`src/rtl/tmc_pkg.sv`:
```
package tmc_pkg;
  localparam int TYPE_W = 3;
  localparam int MODE_W = 2;

  typedef enum logic [MODE_W-1:0] {
    MODE_IDLE   = 2'd0,
    MODE_ACTIVE = 2'd1,
    MODE_COMM   = 2'd2,
    MODE_BASE   = 2'd3
  } mode_e;

  typedef enum logic [TYPE_W-1:0] {
    RQ_SUB    = 3'd0,
    RQ_UNSUB  = 3'd1,
    RQ_QUERY  = 3'd2,
    RQ_CONF   = 3'd3,
    RQ_BCAST  = 3'd4,
    RQ_ENDCNF = 3'd5,
    RQ_RSV6   = 3'd6,
    RQ_RSV7   = 3'd7
  } req_e;
endpackage

```
`src/rtl/tmc_req_filter.sv`:
```
module tmc_req_filter
  import tmc_pkg::*;
(
  input  mode_e             mode_i,
  input  logic              settled_i,
  input  logic              pending_i,
  input  logic              req_valid_i,
  input  logic [TYPE_W-1:0] req_type_i,
  output logic              accept_o,
  output logic              drop_o
);
  logic legal;

  always_comb begin
    legal = 1'b0;
    unique case (mode_i)
      MODE_IDLE:   legal = (req_type_i == RQ_SUB);
      MODE_ACTIVE: legal = (req_type_i == RQ_UNSUB) || (req_type_i == RQ_QUERY) ||
                           (req_type_i == RQ_CONF)  || (req_type_i == RQ_BCAST);
      MODE_COMM:   legal = (req_type_i == RQ_QUERY) || (req_type_i == RQ_BCAST) ||
                           (req_type_i == RQ_ENDCNF);
      MODE_BASE:   legal = 1'b0;
      default:     legal = 1'b0;
    endcase
  end

  always_comb begin
    accept_o = req_valid_i && settled_i && !pending_i && legal;
    drop_o   = req_valid_i && !accept_o;
  end
endmodule

```
`src/rtl/tmc_drop_ctr.sv`:
```
module tmc_drop_ctr #(
  parameter int CNT_W = 8
) (
  input  logic             clk,
  input  logic             rst_n,
  input  logic             inc_i,
  output logic [CNT_W-1:0] cnt_o
);
  localparam logic [CNT_W-1:0] CNT_MAX = {CNT_W{1'b1}};

  logic [CNT_W-1:0] cnt_q, cnt_d;
  logic             cnt_en;

  always_comb begin
    cnt_en = inc_i && (cnt_q != CNT_MAX);
    cnt_d  = cnt_q + {{(CNT_W-1){1'b0}}, 1'b1};
  end

  always_ff @(posedge clk or negedge rst_n) begin
    if (!rst_n)      cnt_q <= '0;
    else if (cnt_en) cnt_q <= cnt_d;
  end

  assign cnt_o = cnt_q;
endmodule

```
`src/rtl/tmc_mode_fsm.sv`:
```
module tmc_mode_fsm
  import tmc_pkg::*;
#(
  parameter int ARG_W = 8
) (
  input  logic              clk,
  input  logic              rst_n,
  input  logic              strap_i,
  input  logic              accept_i,
  input  logic [TYPE_W-1:0] req_type_i,
  input  logic [ARG_W-1:0]  req_arg_i,
  input  logic              cnf_valid_i,
  input  logic              cnf_ok_i,
  input  logic              end_conf_i,
  output mode_e             mode_o,
  output logic              settled_o,
  output logic              pending_o,
  output logic              fwd_valid_o,
  output logic [TYPE_W-1:0] fwd_type_o,
  output logic [ARG_W-1:0]  fwd_arg_o
);
  mode_e             mode_q, mode_d;
  logic              first_q;
  logic              pend_q, pend_d;
  logic [TYPE_W-1:0] ptype_q;
  logic              fwd_q;
  logic [TYPE_W-1:0] ftype_q;
  logic [ARG_W-1:0]  farg_q;
  logic              answer;

  assign answer = cnf_valid_i && pend_q;

  // next mode
  always_comb begin
    mode_d = mode_q;
    if (first_q) begin
      mode_d = strap_i ? MODE_BASE : MODE_IDLE;
    end else begin
      if (answer && cnf_ok_i) begin
        unique case (ptype_q)
          RQ_SUB:    if (mode_q == MODE_IDLE)   mode_d = MODE_ACTIVE;
          RQ_UNSUB:  if (mode_q == MODE_ACTIVE) mode_d = MODE_IDLE;
          RQ_CONF:   if (mode_q == MODE_ACTIVE) mode_d = MODE_COMM;
          RQ_ENDCNF: if (mode_q == MODE_COMM)   mode_d = MODE_ACTIVE;
          default:   mode_d = mode_q;
        endcase
      end
      if (end_conf_i && (mode_q == MODE_COMM)) mode_d = MODE_ACTIVE;
    end
  end

  // outstanding slot
  always_comb begin
    pend_d = pend_q;
    if (accept_i)    pend_d = 1'b1;
    else if (answer) pend_d = 1'b0;
  end

  always_ff @(posedge clk or negedge rst_n) begin
    if (!rst_n) begin
      mode_q  <= MODE_IDLE;
      first_q <= 1'b1;
      pend_q  <= 1'b0;
      fwd_q   <= 1'b0;
    end else begin
      mode_q  <= mode_d;
      first_q <= 1'b0;
      pend_q  <= pend_d;
      fwd_q   <= accept_i;
    end
  end

  // request holding registers, loaded on accept only
  always_ff @(posedge clk or negedge rst_n) begin
    if (!rst_n) begin
      ptype_q <= '0;
      ftype_q <= '0;
      farg_q  <= '0;
    end else if (accept_i) begin
      ptype_q <= req_type_i;
      ftype_q <= req_type_i;
      farg_q  <= req_arg_i;
    end
  end

  assign mode_o      = mode_q;
  assign settled_o   = !first_q;
  assign pending_o   = pend_q;
  assign fwd_valid_o = fwd_q;
  assign fwd_type_o  = ftype_q;
  assign fwd_arg_o   = farg_q;
endmodule

```
`src/rtl/term_mode_ctrl.sv`:
```
module term_mode_ctrl
  import tmc_pkg::*;
#(
  parameter int ARG_W = 8,
  parameter int CNT_W = 8
) (
  input  logic              clk,
  input  logic              rst_n,
  input  logic              role_strap_i,
  input  logic              req_valid_i,
  input  logic [2:0]        req_type_i,
  input  logic [ARG_W-1:0]  req_arg_i,
  input  logic              cnf_valid_i,
  input  logic              cnf_ok_i,
  input  logic              end_conf_i,
  output logic              fwd_valid_o,
  output logic [2:0]        fwd_type_o,
  output logic [ARG_W-1:0]  fwd_arg_o,
  output logic [1:0]        mode_o,
  output logic              pending_o,
  output logic [CNT_W-1:0]  drop_cnt_o
);
  mode_e mode;
  logic  settled, pending, accept, drop;

  tmc_req_filter u_filter (
    .mode_i      (mode),
    .settled_i   (settled),
    .pending_i   (pending),
    .req_valid_i (req_valid_i),
    .req_type_i  (req_type_i),
    .accept_o    (accept),
    .drop_o      (drop)
  );

  tmc_mode_fsm #(.ARG_W(ARG_W)) u_fsm (
    .clk         (clk),
    .rst_n       (rst_n),
    .strap_i     (role_strap_i),
    .accept_i    (accept),
    .req_type_i  (req_type_i),
    .req_arg_i   (req_arg_i),
    .cnf_valid_i (cnf_valid_i),
    .cnf_ok_i    (cnf_ok_i),
    .end_conf_i  (end_conf_i),
    .mode_o      (mode),
    .settled_o   (settled),
    .pending_o   (pending),
    .fwd_valid_o (fwd_valid_o),
    .fwd_type_o  (fwd_type_o),
    .fwd_arg_o   (fwd_arg_o)
  );

  tmc_drop_ctr #(.CNT_W(CNT_W)) u_drop (
    .clk   (clk),
    .rst_n (rst_n),
    .inc_i (drop),
    .cnt_o (drop_cnt_o)
  );

  assign mode_o    = mode;
  assign pending_o = pending;
endmodule

```
`config.mk`:
```
export PLATFORM = sky130hd
export DESIGN_NAME = term_mode_ctrl
export DESIGN_NICKNAME = d
export VERILOG_FILES = /design/src/rtl/tmc_pkg.sv /design/src/rtl/tmc_req_filter.sv /design/src/rtl/tmc_drop_ctr.sv /design/src/rtl/tmc_mode_fsm.sv /design/src/rtl/term_mode_ctrl.sv
export SDC_FILE = /design/constraint.sdc
export NUM_CORES = 1
export LEC_CHECK = 0
export ABC_AREA = 1
export CORE_UTILIZATION = 26
export DETAILED_ROUTE_END_ITERATION = 10
export PLACE_DENSITY = 0.53
export REMOVE_ABC_BUFFERS = 1
export SYNTH_ARGS = -nofsm -noshare
export SYNTH_HDL_FRONTEND = slang
export SYNTH_HIERARCHICAL = 1
export SYNTH_SLANG_ARGS = --single-unit
```
`constraint.sdc`:
```
create_clock -name clk -period 1.8 [get_ports clk]
set_input_delay 0.36 -clock clk [delete_from_list [all_inputs] [get_ports clk]]
set_output_delay 0.36 -clock clk [all_outputs]
set_load 0.01 [all_outputs]
```
==> summary.txt <==
Flops & latches, synth = 24
Final Routed Wirelength = 2880 µm
Final count of negative-setup-slack endpoints = 0
Worst Hold Launch = req_type_i[0]
Via density per instance = 4.03
RSZ-0062 raised after global routing = no
Initial DRC Count = 37
GP Congestion = 0.750
Synth top area cells = dfrtp_1 (44%), nand2_1 (21%), inv_1 (4.6%), nor2_1 (3.7%), nor2_4 (3.4%)
CP Cell Sequence = clkdlybuf4s50_1
DRC = 0
WS Path Type = reg2out
# rows = 25
Bufs and invs on worst path = 1
EDFF count, synth = 0
Mapped cell area = 1310 µm²
Ant diodes = 0
Outcome = finished clean
DIE AREA = 5310 µm²
CTS tree = done
Switching power = 982 µW
Worst r2r dst = u_drop/cnt_o[7]
Ys Warns = 6
Non-filler cells, final = 288
Largest net degree at the start of global routing = 25
VDD IR-drop max = 0.000582 V
Reg2Reg Launch Point = u_fsm/mode_o[0]
Async SR Flop Fraction = 100%
Number of global-route vias before repair = 1111
P per Cell Area = 1350 nW/µm²
Die width = 72.9 µm
Gates resized, CTS repair = 0
Drt pass-1 iters = 4
Worst setup SP type = flop
GRT Total Usage = 12.1%
Maximum clock rate = 590 MHz
Post-layout util = 39.5%
Cell variety after synth = 27
Worst Path Required = 1.44 ns
Minimum clock period = 1.70 ns
PortBufs = 40
Worst path max stage delay = 0.58 ns
First-pass GRT wire length = 4990 µm
Share of Yosys cell area claimed by the top area cell type = 44.1%
Final Slew Violations = 0
Total CTS buffers = 3
Critical-path top delay cell = clkdlybuf4s50_1
Area Growth Syn to Fin = 44.6%
Clk root buf = clkbuf_8
Switching part of the total = 38.6%
Combinational power share = 46.8%
Initial antenna violation count = 0
I/O pin count = 41
Register area share after synthesis = 46.1%
Most common cell after layout, fill and taps aside = nand2_1
Core footprint = 4790 µm²
Later-pin clock latency in the skew report = 0.27 ns
Wirelength per Cell = 10.0 µm
Clock transition at path regs = 0.09 ns
Grt total ovfl = 0
Post-CTS setup repair buffer count = 0
Area leader, netlist = dfrtp_1
Final period util = 94.2%
Die Ht = 72.9 µm
Clock group share of total power = 14.8%
CP top delay family = buffers and inverters
Hold Vio Cnt, Final = 0
Post-route ant nets = 0
Crit path max fanout = 7
Top_reg_cell synth = dfrtp_1
Hold Path Sink = u_fsm/fwd_type_o[0]
Worst Hold Depth = 3
HP Class = in2reg
Placed Instances = 284
Layout cell share with drive strength beyond 1 = 12.7%
Mapped Cells = 173
Max-cap check violation count = 0
H-tree depth = 1
R2R depth = 9
Initial core utilization = 27.3%
Worst Setup SP = u_fsm/mode_o[0]
Clock Sinks = 24
Max Clock Skew = 0.00498 ns
Hold-fix buffer count after cts = 0
# nets final = 241
Sequential share of power = 38.3%
Internal Power = 1560 µW
Clock Path Buffers = 2
Worst Setup End Kind = primary output
Mean Syn Cell Area = 7.55 µm²
Vias = 1161
Worst reg2reg setup slack = 0.30 ns
Post-DP HPWL = 2170 µm
Arrival @ worst endpoint = 1.34 ns
Most frequent cells in the layout = nand2_1 (72), clkdlybuf4s50_1 (37), dfrtp_1 (23), inv_1 (16), nor2_1 (13)
Leakage power = 0.000924 µW
-- through the flow --
step | power (µW) | setup WS, ns | hold WS (ns) | area (µm²) | setup TNS [ns]
after detailed placement | 2190 | -0.204 | 0.461 | 1820 | -1.12
final | 2550 | 0.104 | 0.396 | 1890 | 0
after CTS | 2580 | 0.0832 | 0.461 | 1880 | 0
after global placement | 2190 | -0.162 | 0.461 | 1820 | -0.854
after floorplan | 1570 | 0.142 | 0.0644 | 1300 | 0
after global routing | 2770 | 0.0556 | 0.423 | 1890 | 0
-- metal layers --
metal  part of all wire (%)  wire length [µm]  GRT usage (%)  vias up
met5                      0                 0              0        -
met4                    2.1                60           5.23        0
met3                    5.1               148           2.90        4
met2                     45              1290           19.1       28
met1                     48              1390           15.9      504
li1                       -                 -              -      625
-- synth_stat cells, types with 2 or more instances --
master	count
nand2_1	72
nor2_4	4
inv_1	16
dfrtp_1	23
nor2_1	13
o21ai_0	7
inv_2	3
nand3_1	8
nand3_2	3
a21oi_1	4
nand4_1	2
nand2_2	3
-- power groups by stage --
stage / clock network, µW / registers (µW) / logic, µW
2_1_floorplan: 0 / 1040 / 533
3_3_place_gp: 0 / 996 / 1200
3_5_place_dp: 0 / 990 / 1200
4_1_cts: 390 / 985 / 1210
5_1_grt: 411 / 1020 / 1340
6_report: 377 / 976 / 1190
-- flip-flops by register name, summed over array words and instances (netlist names) --
name and flops:
u_fsm/pending_o 1, u_drop/cnt_o 8, u_fsm/fwd_arg_o 8, u_fsm/mode_o 2
u_fsm/first_q 1, u_fsm/fwd_type_o 3, u_fsm/fwd_valid_o 1
-- worst max-delay path by stage --
stage | endpoint | slack (ns) | cells after the start
finish | mode_o[0] | 0.10 | 1
global route | mode_o[0] | 0.06 | 1
CTS | u_drop/cnt_o[7] | 0.08 | 11
detailed placement | u_drop/cnt_o[7] | -0.20 | 11
global placement | u_drop/cnt_o[7] | -0.16 | 12
floorplan | u_drop/cnt_o[7] | 0.14 | 8
-- cell type report --
cell class | count | area (µm²)
fill | 499 | 2900
multi-input combinational | 128 | 626
sequential | 24 | 602
timing repair buffer | 45 | 445
tap | 67 | 83.8
inverter | 20 | 77.6
clock buffer | 4 | 55.1
-- kinds of logic (layout without fill, tap and decap cells) --
family / Yosys count / count (layout) / share of synthesized area (%)
compound gates: 12 / 12 / 4.60
buf+inv: 21 / 69 / 6.32
xor+xnor: 2 / 2 / 1.34
other cells: 1 / 1 / 0.287
fa+ha+maj: 1 / 1 / 0.958
simple gates: 112 / 112 / 40.4
flops: 24 / 24 / 46.1
Note: power is estimated with default switching activity, not from simulation.
